==> src/rtl/biu_pkg.sv <==
package biu_pkg;
  localparam int BYTE_W   = 8;
  localparam int WORD_W   = 16;
  localparam int NUM_SEGS = 4;

  typedef enum logic [1:0] {
    SEG_CODE  = 2'd0,
    SEG_DATA  = 2'd1,
    SEG_STACK = 2'd2,
    SEG_EXTRA = 2'd3
  } seg_id_e;

  typedef enum logic [1:0] {
    BUS_IDLE  = 2'd0,
    BUS_FETCH = 2'd1,
    BUS_OPER  = 2'd2
  } bus_state_e;
endpackage

==> src/rtl/biu_segfile.sv <==
module biu_segfile
  import biu_pkg::*;
#(
  parameter int SEG_W     = 16,
  parameter int OFS_SHIFT = 4,
  parameter int PA_W      = SEG_W + OFS_SHIFT,
  parameter logic [SEG_W-1:0] RESET_CS = '0
) (
  input  logic             clk,
  input  logic             rst,
  input  logic             we,
  input  logic [1:0]       sel,
  input  logic [SEG_W-1:0] wdata,
  input  logic [SEG_W-1:0] fetch_off,
  output logic [PA_W-1:0]  fetch_pa,
  input  logic [1:0]       op_sel,
  input  logic [SEG_W-1:0] op_off,
  output logic [PA_W-1:0]  op_pa
);
  logic [SEG_W-1:0] seg_q [NUM_SEGS];

  for (genvar g = 0; g < NUM_SEGS; g++) begin : g_seg
    localparam logic [SEG_W-1:0] INIT = (g == int'(SEG_CODE)) ? RESET_CS : '0;
    always_ff @(posedge clk) begin
      if (rst)                        seg_q[g] <= INIT;
      else if (we && sel == 2'(g))    seg_q[g] <= wdata;
    end
  end

  // sum is truncated to PA_W bits: carry out of the top bit is dropped
  function automatic logic [PA_W-1:0] phys(input logic [SEG_W-1:0] s,
                                           input logic [SEG_W-1:0] o);
    logic [PA_W-1:0] base;
    base = {s, {OFS_SHIFT{1'b0}}};
    return base + PA_W'(o);
  endfunction

  always_comb begin
    fetch_pa = phys(seg_q[int'(SEG_CODE)], fetch_off);
    op_pa    = phys(seg_q[op_sel], op_off);
  end
endmodule

==> src/rtl/biu_pfq.sv <==
module biu_pfq
  import biu_pkg::*;
#(
  parameter int DEPTH = 6,
  parameter int CNT_W = $clog2(DEPTH + 1),
  parameter int PTR_W = $clog2(DEPTH)
) (
  input  logic              clk,
  input  logic              rst,
  input  logic              clear,
  input  logic [1:0]        push_n,
  input  logic [WORD_W-1:0] push_data,
  input  logic              pop_ready,
  output logic              q_valid,
  output logic [BYTE_W-1:0] q_byte,
  output logic [CNT_W-1:0]  free
);
  logic [BYTE_W-1:0] store [DEPTH];
  logic [PTR_W-1:0]  wr_q, rd_q;
  logic [CNT_W-1:0]  cnt_q;
  logic              pop;

  function automatic logic [PTR_W-1:0] nxt(input logic [PTR_W-1:0] p);
    return (p == PTR_W'(DEPTH - 1)) ? '0 : p + 1'b1;
  endfunction

  assign q_valid = (cnt_q != '0);
  assign q_byte  = store[rd_q];
  assign free    = CNT_W'(DEPTH) - cnt_q;
  assign pop     = q_valid && pop_ready && !clear;

  // storage without reset, write-only ports
  always_ff @(posedge clk) begin
    if (!clear && push_n != 2'd0) store[wr_q] <= push_data[BYTE_W-1:0];
    if (!clear && push_n == 2'd2) store[nxt(wr_q)] <= push_data[WORD_W-1:BYTE_W];
  end

  always_ff @(posedge clk) begin
    if (rst || clear) begin
      wr_q  <= '0;
      rd_q  <= '0;
      cnt_q <= '0;
    end else begin
      case (push_n)
        2'd1:    wr_q <= nxt(wr_q);
        2'd2:    wr_q <= nxt(nxt(wr_q));
        default: wr_q <= wr_q;
      endcase
      if (pop) rd_q <= nxt(rd_q);
      cnt_q <= cnt_q + CNT_W'(push_n) - CNT_W'(pop);
    end
  end

  a_r4_no_overflow: assert property (@(posedge clk) disable iff (rst)
    cnt_q <= CNT_W'(DEPTH));
  a_r4_push_fits: assert property (@(posedge clk) disable iff (rst)
    (push_n != 2'd0 && !clear) |-> (CNT_W'(push_n) <= free));
  a_r8_clear_empties: assert property (@(posedge clk) disable iff (rst)
    clear |=> !q_valid);
  a_r9_head_holds: assert property (@(posedge clk) disable iff (rst)
    (q_valid && !pop_ready && !clear) |=> (q_valid && $stable(q_byte)));
endmodule

==> src/rtl/biu_bus_seq.sv <==
module biu_bus_seq
  import biu_pkg::*;
#(
  parameter int SEG_W = 16,
  parameter int PA_W  = 20,
  parameter int CNT_W = 3,
  parameter logic [SEG_W-1:0] RESET_IP = '0
) (
  input  logic              clk,
  input  logic              rst,
  input  logic              flush,
  input  logic [SEG_W-1:0]  flush_ip,
  input  logic              op_req,
  input  logic              op_we,
  input  logic [WORD_W-1:0] op_wdata,
  output logic              op_done,
  output logic [WORD_W-1:0] op_rdata,
  output logic [SEG_W-1:0]  fetch_off,
  input  logic [PA_W-1:0]   fetch_pa,
  input  logic [PA_W-1:0]   op_pa,
  input  logic [CNT_W-1:0]  free,
  output logic [1:0]        push_n,
  output logic [WORD_W-1:0] push_data,
  output logic              mem_req,
  output logic              mem_we,
  output logic              mem_word,
  output logic [PA_W-1:0]   mem_addr,
  output logic [WORD_W-1:0] mem_wdata,
  input  logic              mem_ack,
  input  logic [WORD_W-1:0] mem_rdata
);
  bus_state_e       state_q;
  logic [SEG_W-1:0] ip_q;
  logic             drop_q;
  logic             keep, start_op, start_fetch, fetch_fits;

  assign fetch_off  = ip_q;
  assign keep       = (state_q == BUS_FETCH) && mem_ack && !drop_q && !flush;
  assign push_n     = keep ? (mem_word ? 2'd2 : 2'd1) : 2'd0;
  assign push_data  = mem_rdata;
  assign fetch_fits = ip_q[0] ? (free != '0) : (free >= CNT_W'(2));
  assign start_op   = (state_q == BUS_IDLE) && !flush && op_req && !op_done;
  assign start_fetch = (state_q == BUS_IDLE) && !flush && !start_op && fetch_fits;

  always_ff @(posedge clk) begin
    if (rst) begin
      state_q   <= BUS_IDLE;
      ip_q      <= RESET_IP;
      drop_q    <= 1'b0;
      op_done   <= 1'b0;
      op_rdata  <= '0;
      mem_req   <= 1'b0;
      mem_we    <= 1'b0;
      mem_word  <= 1'b0;
      mem_addr  <= '0;
      mem_wdata <= '0;
    end else begin
      op_done <= 1'b0;
      if (flush)     ip_q <= flush_ip;
      else if (keep) ip_q <= ip_q + SEG_W'(push_n);

      unique case (state_q)
        BUS_IDLE: begin
          drop_q <= 1'b0;
          if (start_op) begin
            mem_req   <= 1'b1;
            mem_we    <= op_we;
            mem_word  <= 1'b1;
            mem_addr  <= op_pa;
            mem_wdata <= op_wdata;
            state_q   <= BUS_OPER;
          end else if (start_fetch) begin
            mem_req  <= 1'b1;
            mem_we   <= 1'b0;
            mem_word <= !ip_q[0];
            mem_addr <= fetch_pa;
            state_q  <= BUS_FETCH;
          end
        end
        BUS_FETCH: begin
          if (mem_ack) begin
            mem_req <= 1'b0;
            drop_q  <= 1'b0;
            state_q <= BUS_IDLE;
          end else if (flush) begin
            drop_q <= 1'b1;
          end
        end
        BUS_OPER: begin
          if (mem_ack) begin
            mem_req  <= 1'b0;
            op_done  <= 1'b1;
            op_rdata <= mem_rdata;
            state_q  <= BUS_IDLE;
          end
        end
        default: state_q <= BUS_IDLE;
      endcase
    end
  end

  a_r5_word_even: assert property (@(posedge clk) disable iff (rst)
    (mem_req && state_q == BUS_FETCH && mem_word) |-> !mem_addr[0]);
  a_r7_operand_wins: assert property (@(posedge clk) disable iff (rst)
    (state_q == BUS_IDLE && op_req && !op_done && !flush) |=> (mem_req && state_q == BUS_OPER));
  a_r6_done_pulse: assert property (@(posedge clk) disable iff (rst)
    op_done |=> !op_done);
  a_r11_req_hold: assert property (@(posedge clk) disable iff (rst)
    (mem_req && !mem_ack) |=> (mem_req && $stable(mem_addr) && $stable(mem_we) && $stable(mem_word)));
endmodule

==> src/rtl/biu_top.sv <==
module biu_top
  import biu_pkg::*;
#(
  parameter int SEG_W     = 16,
  parameter int OFS_SHIFT = 4,
  parameter int Q_DEPTH   = 6,
  parameter logic [SEG_W-1:0] RESET_CS = '0,
  parameter logic [SEG_W-1:0] RESET_IP = '0
) (
  input  logic                       clk,
  input  logic                       rst,
  input  logic                       seg_we,
  input  logic [1:0]                 seg_sel,
  input  logic [SEG_W-1:0]           seg_wdata,
  input  logic                       flush,
  input  logic [SEG_W-1:0]           flush_ip,
  output logic                       q_valid,
  output logic [7:0]                 q_byte,
  input  logic                       q_ready,
  input  logic                       op_req,
  input  logic                       op_we,
  input  logic [1:0]                 op_seg,
  input  logic [SEG_W-1:0]           op_off,
  input  logic [15:0]                op_wdata,
  output logic                       op_done,
  output logic [15:0]                op_rdata,
  output logic                       mem_req,
  output logic                       mem_we,
  output logic                       mem_word,
  output logic [SEG_W+OFS_SHIFT-1:0] mem_addr,
  output logic [15:0]                mem_wdata,
  input  logic                       mem_ack,
  input  logic [15:0]                mem_rdata
);
  localparam int PA_W  = SEG_W + OFS_SHIFT;
  localparam int CNT_W = $clog2(Q_DEPTH + 1);

  logic [SEG_W-1:0]  fetch_off;
  logic [PA_W-1:0]   fetch_pa, op_pa;
  logic [CNT_W-1:0]  free;
  logic [1:0]        push_n;
  logic [WORD_W-1:0] push_data;

  biu_segfile #(.SEG_W(SEG_W), .OFS_SHIFT(OFS_SHIFT), .PA_W(PA_W), .RESET_CS(RESET_CS)) u_seg (
    .clk(clk), .rst(rst), .we(seg_we), .sel(seg_sel), .wdata(seg_wdata),
    .fetch_off(fetch_off), .fetch_pa(fetch_pa),
    .op_sel(op_seg), .op_off(op_off), .op_pa(op_pa)
  );

  biu_pfq #(.DEPTH(Q_DEPTH), .CNT_W(CNT_W)) u_q (
    .clk(clk), .rst(rst), .clear(flush), .push_n(push_n), .push_data(push_data),
    .pop_ready(q_ready), .q_valid(q_valid), .q_byte(q_byte), .free(free)
  );

  biu_bus_seq #(.SEG_W(SEG_W), .PA_W(PA_W), .CNT_W(CNT_W), .RESET_IP(RESET_IP)) u_seq (
    .clk(clk), .rst(rst), .flush(flush), .flush_ip(flush_ip),
    .op_req(op_req), .op_we(op_we), .op_wdata(op_wdata),
    .op_done(op_done), .op_rdata(op_rdata),
    .fetch_off(fetch_off), .fetch_pa(fetch_pa), .op_pa(op_pa), .free(free),
    .push_n(push_n), .push_data(push_data),
    .mem_req(mem_req), .mem_we(mem_we), .mem_word(mem_word), .mem_addr(mem_addr),
    .mem_wdata(mem_wdata), .mem_ack(mem_ack), .mem_rdata(mem_rdata)
  );
endmodule

==> config.mk <==
export PLATFORM = sky130hd
export DESIGN_NAME = biu_top
export DESIGN_NICKNAME = d
export VERILOG_FILES = /design/src/rtl/biu_pkg.sv /design/src/rtl/biu_segfile.sv /design/src/rtl/biu_pfq.sv /design/src/rtl/biu_bus_seq.sv /design/src/rtl/biu_top.sv
export SDC_FILE = /design/constraint.sdc
export NUM_CORES = 1
export LEC_CHECK = 0
export ABC_CLOCK_PERIOD_IN_PS = 6300
export BUFFER_PORTS_ARGS = -buffer_cell sky130_fd_sc_hd__buf_2
export CORE_MARGIN = 8
export CORE_UTILIZATION = 55
export CTS_CLUSTER_SIZE = 16
export DETAILED_ROUTE_END_ITERATION = 7
export PLACE_DENSITY = 0.8
export SYNTH_ARGS = -nofsm -noshare
export SYNTH_HDL_FRONTEND = slang
export SYNTH_SLANG_ARGS = --single-unit
==> constraint.sdc <==
create_clock -name clk -period 6.3 [get_ports clk]
set_clock_uncertainty 0.1 [all_clocks]
set_input_delay 0.63 -clock clk [delete_from_list [all_inputs] [get_ports clk]]
set_output_delay 0.63 -clock clk [all_outputs]
set_load 0.005 [all_outputs]
==> flow_summary.ini <==
[critical_path]
worstReg2RegEnd = u_q.cnt_q[2]
arrival_ns = 3.48
crit_path_max_fanout = 24
rr_startpoint = u_seq.state_q[1]
startpoint_type = input port
crit_path_end_kind = register
crit_type = input port to register
r2r_slack_ns = 3.16
worstRegToRegCells = 13
required_ns = 6.57

[synth]
synth_edf_count = 112
synth_most_common_cell = nand2_1
avgSynthCellArea_um2 = 10.7
synth_cell_types = 60
syn_inst = 948
ys_async_sr_fraction = 0
yosys-top-cells-count = 122 x nand2_1, 112 x edfxtp_1, 87 x dfxtp_1, 81 x nor2_1, 72 x a21oi_1
ys_top_cells_by_area = edfxtp_1 33%, dfxtp_1 17%, mux2_2 5.3%
yosysWarnings = 0
yosysTopAreaCell = edfxtp_1
synth_area_um2 = 10200
synth_seq_cells = 199
syn_nets = 1078
yosysTopAreaCellShare = 0.330
yosys_most_used_dff = edfxtp_1
ys_seq_area_frac = 0.501

[clock_network]
h-tree-depth = 4
cts_tree = done
cts-root-buf = clkbuf_16
clk_path_buf_depth = 2
cts-hold-fix-buffers = 0
post_cts_resize_count = 0
post_cts_buffers = 0
cts.sinks = 199
clk_pin_slew_ns = 0.07
cts-buffers-inserted = 17
clkLatencyLatePin_ns = 0.44

[timing]
hold_viol_final = 0
tightest_slew_ns = 1.03
rsz0062_at_grt = no
setup_viol = 0
relSlewSlack = 0.315
setup_ws_ns = 3.09
final.setup.tns_ns = 0
finalCriticalPeriod_ns = 3.21
period_share = 0.510
slew_viol_final = 0
max_freq_mhz = 311

[die]
start_util = 0.563
dieHeight_um = 152
design.core.area_um2 = 18100
dieArea_um2 = 23100
die_w_um = 152
rows = 49
num_io_pins = 157

[hold_path]
min_from = op_wdata[9]
min_to = u_seq.mem_wdata[9]
hold-path-cell-count = 3
min_path_type = input port to register

[global_routing]
grt_antenna_before_repair = 0
grt_max_degree = 80
grt_pass1_vias = 7725
grtUsageMet2 = 0.381
grtUsageMet1 = 0.260
grt_overflow_total = 0
grt_use_met3 = 0.0451
busiest_layer = met2
grt_use_total = 0.217
grt_pass1_wl_um = 40600

[status]
status = complete, no violations

[drt]
viasPerCell = 5.81
detail-route-antenna-nets = 0
drt_pre_antenna_iters = 5
via_count = 7695
detail_route.wirelength_um = 25100
wire_per_inst_um = 18.9
first_iter_violations = 446
drc_errors = 0

[place]
dp_hpwl_um = 18200
place_area_um2 = 11100
portBuffers = 156
gp_congestion = 0.857
dp_slack_ns = 2.63

[cells_and_area]
antenna_cells = 0
fin_util = 0.650
nets = 1213
final_area_um2 = 11700
drive_gt1_frac = 0.259
area_delta_synth_final_pct = 15.3

[power]
power_density_nw_per_um2 = 267
total_power_mw = 3.13
leakagePower_nw = 4.62
ir_worst_vdd_v = 0.000174

[job]
max_cap_violations = 0
layer usage:
layer / vias up / routed length, um
met2: 261 / 12800
met1: 3683 / 10100
met5: - / 0
li1: 3713 / -
met4: 0 / 581
met3: 38 / 1520
registers in the layout (all words and copies together) (netlist names), 2 cells and up, named ones only:
signal and cells:
u_seq.mem_addr 20, u_q.store 48, u_q.rd_q 3, u_seg.seg_q 64, u_seq.op_rdata 16, u_seq.state_q 2, u_seq.fetch_off 16, u_seq.mem_wdata 16
u_q.wr_q 3, u_q.cnt_q 3
layout make-up:
class                           instances  area, um^2
Timing Repair Buffer                  163         833
Clock inverter                         13         151
Inverter                               21        78.8
Fill cell                            1433        6340
Tap cell                              229         287
Sequential cell                       199        5100
Multi-Input combinational cell        681        4840
Clock buffer                           19         454
placed cells by master, fill, tap and decap left out, drive strengths merged, types with 15 or more instances in the layout:
cell type and n:
nand2 122, mux2 49, a21oi 73, dfxtp 87, nand3 15, nor2 82, and2 66, buf 163
nor3 16, o21ai 23, ha 35, inv 29, mux4 24, xnor2 23, clkbuf 19, edfxtp 112
a211oi 20
cells by family (layout without fill, tap and decap cells):
family / after synthesis / after routing / share of synthesized area
and+or+nand+nor: 343 / 343 / 0.160
adders and majority gates: 39 / 39 / 0.0499
AOI/OAI and AO/OA: 175 / 175 / 0.109
xor gates and xnor gates: 37 / 37 / 0.0318
DFF: 199 / 199 / 0.501
buffers and inverters: 68 / 216 / 0.0265
muxes: 87 / 87 / 0.121
stage by stage:
step | hold WS (ns) | cells
CTS | 0.312 | 1325
global route | 0.324 | 1325
global placement | 0.338 | 1293
floorplan | 0.348 | 948
detailed placement | 0.342 | 1293
finish | 0.324 | 1325
worst max-delay path by stage:
stage	from	end	slack [ns]	cells past startpoint
after floorplan	op_seg[0]	u_seq.mem_addr[15]	2.96	11
after global placement	op_seg[0]	u_seq.mem_addr[16]	2.76	12
after detailed placement	op_seg[0]	u_seq.mem_addr[16]	2.63	12
after CTS	op_seg[0]	u_seq.mem_addr[16]	3.09	12
after global routing	op_seg[0]	u_seq.mem_addr[16]	2.87	12
final	flush	u_q.cnt_q[2]	3.09	12
power breakdown:
part           total (mW)  internal [mW]  switching, mW
Sequential           1.51           1.45         0.0551
Clock                1.12          0.590          0.529
Combinational       0.506          0.217          0.289
critical path, stage by stage:
cell     delay [ns]
buf_2          0.19
inv_1          0.61
nand2_1        0.23
nor2_1         0.26
inv_1          0.08
ha_1           0.27
inv_1          0.04
ha_1           0.18
fa_1           0.38
xor2_1         0.17
or3_1          0.31
a21oi_1        0.13
(Power assumes the default switching activity.)
